==> src/rtl/mesi_pkg.sv <==
package mesi_pkg;
  typedef enum logic [1:0] {
    ST_I = 2'b00,
    ST_S = 2'b01,
    ST_E = 2'b10,
    ST_M = 2'b11
  } mesi_e;

  typedef enum logic [1:0] {
    CMD_NONE = 2'b00,
    CMD_RD   = 2'b01,
    CMD_RDX  = 2'b10,
    CMD_INV  = 2'b11
  } bus_cmd_e;
endpackage

==> src/rtl/mesi_line_store.sv <==
module mesi_line_store
  import mesi_pkg::*;
#(
  parameter int N_LINES = 4,
  parameter int IDX_W   = 2,
  parameter int TAG_W   = 6,
  parameter int DATA_W  = 16
) (
  input  logic                           clk_i,
  input  logic                           rst_ni,
  input  logic                           fill_we_i,
  input  logic [IDX_W-1:0]               fill_idx_i,
  input  mesi_e                          fill_st_i,
  input  logic [TAG_W-1:0]               fill_tag_i,
  input  logic [DATA_W-1:0]              fill_data_i,
  input  logic                           snp_we_i,
  input  logic [IDX_W-1:0]               snp_idx_i,
  input  mesi_e                          snp_st_i,
  output mesi_e [N_LINES-1:0]            st_o,
  output logic  [N_LINES-1:0][TAG_W-1:0] tag_o,
  output logic  [N_LINES-1:0][DATA_W-1:0] data_o
);
  for (genvar g = 0; g < N_LINES; g++) begin : g_line
    always_ff @(posedge clk_i or negedge rst_ni) begin
      if (!rst_ni) begin
        st_o[g]   <= ST_I;
        tag_o[g]  <= '0;
        data_o[g] <= '0;
      end else if (fill_we_i && fill_idx_i == IDX_W'(g)) begin
        st_o[g]   <= fill_st_i;
        tag_o[g]  <= fill_tag_i;
        data_o[g] <= fill_data_i;
      end else if (snp_we_i && snp_idx_i == IDX_W'(g)) begin
        st_o[g]   <= snp_st_i;
      end
    end
  end
endmodule

==> src/rtl/mesi_snoop_unit.sv <==
module mesi_snoop_unit
  import mesi_pkg::*;
#(
  parameter int N_LINES = 4,
  parameter int ADDR_W  = 8,
  parameter int IDX_W   = 2,
  parameter int TAG_W   = 6,
  parameter int DATA_W  = 16
) (
  input  logic                            clk_i,
  input  logic                            rst_ni,
  input  logic                            snp_valid_i,
  input  bus_cmd_e                        snp_cmd_i,
  input  logic [ADDR_W-1:0]               snp_addr_i,
  input  mesi_e [N_LINES-1:0]             st_i,
  input  logic  [N_LINES-1:0][TAG_W-1:0]  tag_i,
  input  logic  [N_LINES-1:0][DATA_W-1:0] data_i,
  output logic                            shared_o,
  output logic                            supply_o,
  output logic [DATA_W-1:0]               data_o,
  output logic                            st_we_o,
  output logic [IDX_W-1:0]                st_idx_o,
  output mesi_e                           st_new_o,
  output logic                            wb_o,
  output logic [ADDR_W-1:0]               wb_addr_o,
  output logic [DATA_W-1:0]               wb_data_o
);
  logic [IDX_W-1:0] s_idx;
  logic [TAG_W-1:0] s_tag;
  logic             s_hit;

  assign s_idx = snp_addr_i[IDX_W-1:0];
  assign s_tag = snp_addr_i[ADDR_W-1:IDX_W];
  assign s_hit = snp_valid_i && snp_cmd_i != CMD_NONE &&
                 st_i[s_idx] != ST_I && tag_i[s_idx] == s_tag;

  assign shared_o  = s_hit && snp_cmd_i == CMD_RD;
  assign supply_o  = s_hit && (snp_cmd_i == CMD_RD || snp_cmd_i == CMD_RDX);
  assign data_o    = supply_o ? data_i[s_idx] : '0;
  assign st_we_o   = s_hit;
  assign st_idx_o  = s_idx;
  assign st_new_o  = (snp_cmd_i == CMD_RD) ? ST_S : ST_I;
  assign wb_o      = s_hit && st_i[s_idx] == ST_M;
  assign wb_addr_o = snp_addr_i;
  assign wb_data_o = data_i[s_idx];

  // a snooped read leaves the line Shared
  a_r3_snoop_rd_shared: assert property (@(posedge clk_i) disable iff (!rst_ni)
    s_hit && snp_cmd_i == CMD_RD |=> st_i[$past(s_idx)] == ST_S);
  // invalidate or read-for-ownership kills the line
  a_r7_snoop_kill: assert property (@(posedge clk_i) disable iff (!rst_ni)
    s_hit && snp_cmd_i != CMD_RD |=> st_i[$past(s_idx)] == ST_I);
endmodule

==> src/rtl/mesi_cpu_fsm.sv <==
module mesi_cpu_fsm
  import mesi_pkg::*;
#(
  parameter int N_LINES = 4,
  parameter int ADDR_W  = 8,
  parameter int IDX_W   = 2,
  parameter int TAG_W   = 6,
  parameter int DATA_W  = 16
) (
  input  logic                            clk_i,
  input  logic                            rst_ni,
  input  logic                            cpu_req_i,
  input  logic                            cpu_we_i,
  input  logic [ADDR_W-1:0]               cpu_addr_i,
  input  logic [DATA_W-1:0]               cpu_wdata_i,
  input  logic                            snp_valid_i,
  input  logic                            bus_gnt_i,
  input  logic                            bus_shared_i,
  input  logic [DATA_W-1:0]               bus_data_i,
  input  mesi_e [N_LINES-1:0]             st_i,
  input  logic  [N_LINES-1:0][TAG_W-1:0]  tag_i,
  input  logic  [N_LINES-1:0][DATA_W-1:0] data_i,
  input  logic                            snp_wb_i,
  input  logic [ADDR_W-1:0]               snp_wb_addr_i,
  input  logic [DATA_W-1:0]               snp_wb_data_i,
  output logic                            cpu_ready_o,
  output logic [DATA_W-1:0]               cpu_rdata_o,
  output logic                            bus_req_o,
  output bus_cmd_e                        bus_cmd_o,
  output logic [ADDR_W-1:0]               bus_addr_o,
  output logic                            wb_valid_o,
  output logic [ADDR_W-1:0]               wb_addr_o,
  output logic [DATA_W-1:0]               wb_data_o,
  output logic                            fill_we_o,
  output logic [IDX_W-1:0]                fill_idx_o,
  output mesi_e                           fill_st_o,
  output logic [TAG_W-1:0]                fill_tag_o,
  output logic [DATA_W-1:0]               fill_data_o
);
  typedef enum logic {FS_IDLE, FS_REQ} fsm_e;

  fsm_e              state_q;
  logic              we_q, ready_q, wb_q;
  logic [ADDR_W-1:0] addr_q, wb_addr_q;
  logic [DATA_W-1:0] wdata_q, rdata_q, wb_data_q;

  logic [IDX_W-1:0]  c_idx, r_idx;
  logic [TAG_W-1:0]  c_tag, r_tag;
  mesi_e             c_st;
  logic              c_hit, r_hit, accept, done, local_ok, evict;

  assign c_idx  = cpu_addr_i[IDX_W-1:0];
  assign c_tag  = cpu_addr_i[ADDR_W-1:IDX_W];
  assign c_st   = st_i[c_idx];
  assign c_hit  = c_st != ST_I && tag_i[c_idx] == c_tag;
  assign accept = state_q == FS_IDLE && cpu_req_i && !ready_q && !snp_valid_i;
  assign local_ok = c_hit && (!cpu_we_i || c_st == ST_M || c_st == ST_E);
  assign evict  = !c_hit && c_st == ST_M;

  assign r_idx  = addr_q[IDX_W-1:0];
  assign r_tag  = addr_q[ADDR_W-1:IDX_W];
  assign r_hit  = st_i[r_idx] != ST_I && tag_i[r_idx] == r_tag;

  assign bus_req_o  = state_q == FS_REQ;
  assign bus_addr_o = addr_q;
  assign done       = bus_req_o && bus_gnt_i;

  // command follows the line state at grant time
  always_comb begin
    if (!bus_req_o)          bus_cmd_o = CMD_NONE;
    else if (we_q && r_hit)  bus_cmd_o = CMD_INV;
    else if (we_q)           bus_cmd_o = CMD_RDX;
    else                     bus_cmd_o = CMD_RD;
  end

  always_comb begin
    fill_we_o   = 1'b0;
    fill_idx_o  = c_idx;
    fill_st_o   = ST_I;
    fill_tag_o  = c_tag;
    fill_data_o = cpu_wdata_i;
    if (accept) begin
      if (local_ok && cpu_we_i) begin
        fill_we_o = 1'b1;
        fill_st_o = ST_M;
      end else if (evict) begin
        fill_we_o   = 1'b1;
        fill_tag_o  = tag_i[c_idx];
        fill_data_o = data_i[c_idx];
      end
    end
    if (done) begin
      fill_we_o  = 1'b1;
      fill_idx_o = r_idx;
      fill_tag_o = r_tag;
      if (we_q) begin
        fill_st_o   = ST_M;
        fill_data_o = wdata_q;
      end else begin
        fill_st_o   = bus_shared_i ? ST_S : ST_E;
        fill_data_o = bus_data_i;
      end
    end
  end

  always_ff @(posedge clk_i or negedge rst_ni) begin
    if (!rst_ni) begin
      state_q   <= FS_IDLE;
      we_q      <= 1'b0;
      addr_q    <= '0;
      wdata_q   <= '0;
      ready_q   <= 1'b0;
      rdata_q   <= '0;
      wb_q      <= 1'b0;
      wb_addr_q <= '0;
      wb_data_q <= '0;
    end else begin
      ready_q   <= 1'b0;
      wb_q      <= snp_wb_i;
      wb_addr_q <= snp_wb_addr_i;
      wb_data_q <= snp_wb_data_i;
      if (accept) begin
        we_q    <= cpu_we_i;
        addr_q  <= cpu_addr_i;
        wdata_q <= cpu_wdata_i;
        if (local_ok) begin
          ready_q <= 1'b1;
          rdata_q <= cpu_we_i ? cpu_wdata_i : data_i[c_idx];
        end else begin
          state_q <= FS_REQ;
          if (evict) begin
            wb_q      <= 1'b1;
            wb_addr_q <= {tag_i[c_idx], c_idx};
            wb_data_q <= data_i[c_idx];
          end
        end
      end
      if (done) begin
        state_q <= FS_IDLE;
        ready_q <= 1'b1;
        rdata_q <= we_q ? wdata_q : bus_data_i;
      end
    end
  end

  assign cpu_ready_o = ready_q;
  assign cpu_rdata_o = rdata_q;
  assign wb_valid_o  = wb_q;
  assign wb_addr_o   = wb_addr_q;
  assign wb_data_o   = wb_data_q;

  // read fill state follows the shared response
  a_r2_fill_state: assert property (@(posedge clk_i) disable iff (!rst_ni)
    done && bus_cmd_o == CMD_RD |=>
      st_i[$past(r_idx)] == ($past(bus_shared_i) ? ST_S : ST_E));
  // invalidate grant ends Modified
  a_r5_inv_to_m: assert property (@(posedge clk_i) disable iff (!rst_ni)
    done && bus_cmd_o == CMD_INV |=> st_i[$past(r_idx)] == ST_M);
  // Exclusive write hit stays off the bus
  a_r6_e_write_local: assert property (@(posedge clk_i) disable iff (!rst_ni)
    accept && cpu_we_i && c_hit && c_st == ST_E |=> cpu_ready_o && !bus_req_o);
  // Modified write hit stays off the bus
  a_r9_m_write_local: assert property (@(posedge clk_i) disable iff (!rst_ni)
    accept && cpu_we_i && c_hit && c_st == ST_M |=> cpu_ready_o && !bus_req_o && !wb_valid_o);
  // dirty snoop hit produces a write-back
  a_r8_snoop_wb: assert property (@(posedge clk_i) disable iff (!rst_ni)
    snp_wb_i |=> wb_valid_o);
  // pending request holds
  a_r12_req_hold: assert property (@(posedge clk_i) disable iff (!rst_ni)
    bus_req_o && !bus_gnt_i |=> bus_req_o && $stable(bus_addr_o));
endmodule

==> src/rtl/mesi_line_ctrl.sv <==
module mesi_line_ctrl
  import mesi_pkg::*;
#(
  parameter int ADDR_W  = 8,
  parameter int DATA_W  = 16,
  parameter int N_LINES = 4
) (
  input  logic              clk_i,
  input  logic              rst_ni,
  input  logic              cpu_req_i,
  input  logic              cpu_we_i,
  input  logic [ADDR_W-1:0] cpu_addr_i,
  input  logic [DATA_W-1:0] cpu_wdata_i,
  output logic              cpu_ready_o,
  output logic [DATA_W-1:0] cpu_rdata_o,
  output logic              bus_req_o,
  input  logic              bus_gnt_i,
  output logic [1:0]        bus_cmd_o,
  output logic [ADDR_W-1:0] bus_addr_o,
  input  logic [DATA_W-1:0] bus_data_i,
  input  logic              bus_shared_i,
  input  logic              snp_valid_i,
  input  logic [1:0]        snp_cmd_i,
  input  logic [ADDR_W-1:0] snp_addr_i,
  output logic              snp_shared_o,
  output logic              snp_supply_o,
  output logic [DATA_W-1:0] snp_data_o,
  output logic              wb_valid_o,
  output logic [ADDR_W-1:0] wb_addr_o,
  output logic [DATA_W-1:0] wb_data_o
);
  localparam int IDX_W = $clog2(N_LINES);
  localparam int TAG_W = ADDR_W - IDX_W;

  mesi_e [N_LINES-1:0]             st;
  logic  [N_LINES-1:0][TAG_W-1:0]  tag;
  logic  [N_LINES-1:0][DATA_W-1:0] data;

  logic              fill_we, snp_we, snp_wb;
  logic [IDX_W-1:0]  fill_idx, snp_idx;
  mesi_e             fill_st, snp_st;
  logic [TAG_W-1:0]  fill_tag;
  logic [DATA_W-1:0] fill_data, snp_wb_data;
  logic [ADDR_W-1:0] snp_wb_addr;
  bus_cmd_e          own_cmd;

  mesi_line_store #(.N_LINES(N_LINES), .IDX_W(IDX_W), .TAG_W(TAG_W), .DATA_W(DATA_W)) u_store (
    .clk_i, .rst_ni,
    .fill_we_i(fill_we), .fill_idx_i(fill_idx), .fill_st_i(fill_st),
    .fill_tag_i(fill_tag), .fill_data_i(fill_data),
    .snp_we_i(snp_we), .snp_idx_i(snp_idx), .snp_st_i(snp_st),
    .st_o(st), .tag_o(tag), .data_o(data)
  );

  mesi_snoop_unit #(.N_LINES(N_LINES), .ADDR_W(ADDR_W), .IDX_W(IDX_W), .TAG_W(TAG_W),
                    .DATA_W(DATA_W)) u_snoop (
    .clk_i, .rst_ni,
    .snp_valid_i, .snp_cmd_i(bus_cmd_e'(snp_cmd_i)), .snp_addr_i,
    .st_i(st), .tag_i(tag), .data_i(data),
    .shared_o(snp_shared_o), .supply_o(snp_supply_o), .data_o(snp_data_o),
    .st_we_o(snp_we), .st_idx_o(snp_idx), .st_new_o(snp_st),
    .wb_o(snp_wb), .wb_addr_o(snp_wb_addr), .wb_data_o(snp_wb_data)
  );

  mesi_cpu_fsm #(.N_LINES(N_LINES), .ADDR_W(ADDR_W), .IDX_W(IDX_W), .TAG_W(TAG_W),
                 .DATA_W(DATA_W)) u_fsm (
    .clk_i, .rst_ni,
    .cpu_req_i, .cpu_we_i, .cpu_addr_i, .cpu_wdata_i,
    .snp_valid_i, .bus_gnt_i, .bus_shared_i, .bus_data_i,
    .st_i(st), .tag_i(tag), .data_i(data),
    .snp_wb_i(snp_wb), .snp_wb_addr_i(snp_wb_addr), .snp_wb_data_i(snp_wb_data),
    .cpu_ready_o, .cpu_rdata_o,
    .bus_req_o, .bus_cmd_o(own_cmd), .bus_addr_o,
    .wb_valid_o, .wb_addr_o, .wb_data_o,
    .fill_we_o(fill_we), .fill_idx_o(fill_idx), .fill_st_o(fill_st),
    .fill_tag_o(fill_tag), .fill_data_o(fill_data)
  );

  assign bus_cmd_o = own_cmd;
endmodule

==> config.mk <==
export PLATFORM = sky130hd
export DESIGN_NAME = mesi_line_ctrl
export DESIGN_NICKNAME = d
export VERILOG_FILES = /design/src/rtl/mesi_pkg.sv /design/src/rtl/mesi_line_store.sv /design/src/rtl/mesi_snoop_unit.sv /design/src/rtl/mesi_cpu_fsm.sv /design/src/rtl/mesi_line_ctrl.sv
export SDC_FILE = /design/constraint.sdc
export NUM_CORES = 1
export LEC_CHECK = 0
export BUFFER_PORTS_ARGS = -buffer_cell sky130_fd_sc_hd__buf_2
export CAP_MARGIN = 20
export CORE_ASPECT_RATIO = 0.7
export CORE_MARGIN = 5
export CORE_UTILIZATION = 25
export DETAILED_ROUTE_END_ITERATION = 8
export GPL_TIMING_DRIVEN = 0
export PLACE_DENSITY = 0.46
export SYNTH_ARGS = -nofsm -noshare
export SYNTH_HDL_FRONTEND = slang
export SYNTH_SLANG_ARGS = --single-unit
==> constraint.sdc <==
create_clock -name clk_i -period 3.8 [get_ports clk_i]
set_clock_uncertainty 0.2 [all_clocks]
set_input_delay 0.38 -clock clk_i [delete_from_list [all_inputs] [get_ports clk_i]]
set_output_delay 0.38 -clock clk_i [all_outputs]
set_load 0.01 [all_outputs]
==> metrics.txt <==
crit end category flop; drt first pass iters 5; routability-driven placement congestion ratio 0.866; unrepaired setup endpoints after global routing no; Clock H-tree levels 4; Final setup viols 0; grt ovf 0; FF-to-FF Start u_store.tag_o[5]; Critical Path Fanout Max 10; worst endpoint required time 3.93 ns; # DRC 0; Hold Crit Class in -> reg; leakage power 5.11 nW; vias in the first global route 7599; Total GRT Usage 0.161; Clk pin slew, worst setup/hold paths 0.07 ns; Worst Tran Pin Value 1.08 ns; average wire per standard cell 23.7 um; Yosys top cell area share 0.432; Avg Inst Size Synth 12.5 um2; Final min period 3.73 ns; ys flop type dfrtp_1; clock buffer depth 2; quantity of I/O buffers inserted on ports 126; post-route cell area 0.0117 mm2; Critical Path Sink u_fsm.cpu_rdata_o[5]; Top Ports 128; CTS Root Buffer Type clkbuf_16; area of the core 0.0374 mm2; most frequent cells in the layout dfrtp_1 (164), buf_2 (130), nand2_1 (92); CTS tree built; peak supply drop 0.000376 V; vias 7263; later-pin clock latency in the skew report 0.45 ns; WL final 33900 um; initial DRC count 644; final period utilization 0.982; final hold viol count 0; status finished clean; Worst Slack Setup Final 0.0693 ns; Worst slew margin 0.276; FF-to-FF End u_fsm.cpu_rdata_o[5]; HPWL after detailed placement 24100 um; synth warn 0; first-pass GRT wire length 50700 um; Die X 243 um; flops & latches, synth 164; total CTS buffers 17; pin count of the biggest net entering global routing 91; largest cells by area after synthesis dfrtp_1 (43%), mux4_2 (13%), mux2_4 (9.5%); die extent in y 173 um; R2R depth 8; Sink Count 164; Post-Syn Nets 818; Synth Instances 759; async set-or-reset flop fraction in the synthesized netlist 1.00; Worst Path Arrival 3.86 ns; share of cells above drive strength 1 0.398; Die ar. 0.0421 mm2; mapped cell area 0.00951 mm2; Placed Instance Area 0.0108 mm2; starting density of the core 0.255; Antenna Cells 0; P&R area growth vs syn 23.3%; max cap viols 0; DR vias/cell 5.07; ANT nets after route 0; dpl ws -1.08 ns; most common cell after layout, fill and taps aside dfrtp_1; Max Slew Vio Count 0; crit start category flop; Fmax 0.268 GHz; PD cells 663 mW/mm2; initial antenna violation count 0; Nets 992; Crit Path Class reg -> reg; Post-synth EDFFs 0; register area share after synthesis 0.432; R2R Setup Slk 0.07 ns; row cnt 59; Worst setup startpoint u_store.tag_o[5]; post-synth cell types 49; top cell type by total area after synthesis dfrtp_1
power breakdown:
part           total (mW)  internal (mW)  switching, mW
clock network        1.78           1.00          0.782
logic                2.95           1.65           1.29
registers            3.04           2.49          0.552
synthesized netlist by cell type (all sizes together) (4+ instances only):
cell	instances
a211oi	8
a21oi	7
a22oi	5
a31oi	20
and2	18
buf	26
clkbuf	30
dfrtp	164
inv	8
mux2	122
mux2i	28
mux4	54
nand2	93
nand2b	4
nand3	10
nand4	7
nor2	14
nor2b	17
nor3	10
nor4	26
o211ai	15
o21ai	34
or3	5
xnor2	15
sequential cells by signal, indices dropped and copies added (netlist names), 8 cells and up:
signal             flops
u_store.tag_o         24
u_fsm.wb_data_o       16
u_fsm.wb_addr_o        8
u_fsm.cpu_rdata_o     16
u_fsm.wdata_q         16
u_store.data_o        64
u_fsm.bus_addr_o       8
u_store.st_o           8
per-layer routing:
metal  wire length (um)  GRT usage  vias up
li1                   -          -     3179
met1              15900      0.229     3795
met2              15100      0.239      261
met3               2480     0.0498       28
met4                436     0.0369        0
met5                  0    0.00452        -
kinds of logic (layout without fill, tap and decap cells):
logic type      count (synthesis)  count (layout)  share of synthesized area
simple gates                  212             212                      0.113
mux                           204             204                      0.326
flops                         164             164                      0.432
compound gates                 95              95                     0.0657
buf+inv                        64             250                     0.0413
xor+xnor                       18              18                     0.0197
fa+ha+maj                       2               2                    0.00263
repair_timing:
| item | in CTS | in global routing |
|---|---|---|
| setup endpoints to repair | 116 | 44 |
| pin swaps | 0 | 5 |
| resized for setup | 16 | 4 |
| endpoints found under the hold margin | 94 | 1 |
| hold buffers | 21 | 1 |
| buffers inserted | 0 | 4 |
layout make-up:
class                   instances  area (um2)
clock buffers                  20         457
fillers                      3834       25600
inverters                       8        30.0
plain buffers                  56         383
repair buffers                155         951
flip-flops and latches        164        4100
well taps                     488         611
clock inverters                11         125
multi-input cells             531        5060
through the flow:
step	setup TNS (ns)	utilization	std cells	hold slack, ns	power [mW]
3_5_place_dp	-48.57	0.289	1375	0.191	5.95
5_1_grt	0	0.314	1433	0.0159	8.22
3_3_place_gp	-166.83	0.288	1373	0.266	5.93
4_1_cts	-0.0181	0.312	1427	0.00381	7.81
2_1_floorplan	0	-	759	-0.116	5.02
6_report	0	0.314	1433	0.0230	7.77
critical path: stages (launching register included):
cell     delay (ns)
dfrtp_1        0.43
mux4_1         0.61
xnor2_1        0.37
and4_1         0.26
buf_6          0.13
nand2_2        0.15
o31ai_4        0.75
buf_4          0.35
mux2_1         0.35
worst min-delay path by stage:
stage                       endpoint  cells after the start             startpoint  slack, ns
6_report          u_fsm.wb_addr_o[2]                      3          snp_addr_i[2]       0.02
5_1_grt           u_fsm.wb_addr_o[2]                      3          snp_addr_i[2]       0.02
4_1_cts           u_fsm.wb_addr_o[2]                      3          snp_addr_i[2]      0.004
3_3_place_gp   u_fsm.cpu_rdata_o[10]                      1  u_fsm.cpu_rdata_o[10]       0.27
2_1_floorplan    u_fsm.bus_addr_o[0]                      0                 rst_ni      -0.12
3_5_place_dp     u_fsm.wb_data_o[13]                      1                 rst_ni       0.19
(Power assumes the default switching activity.)
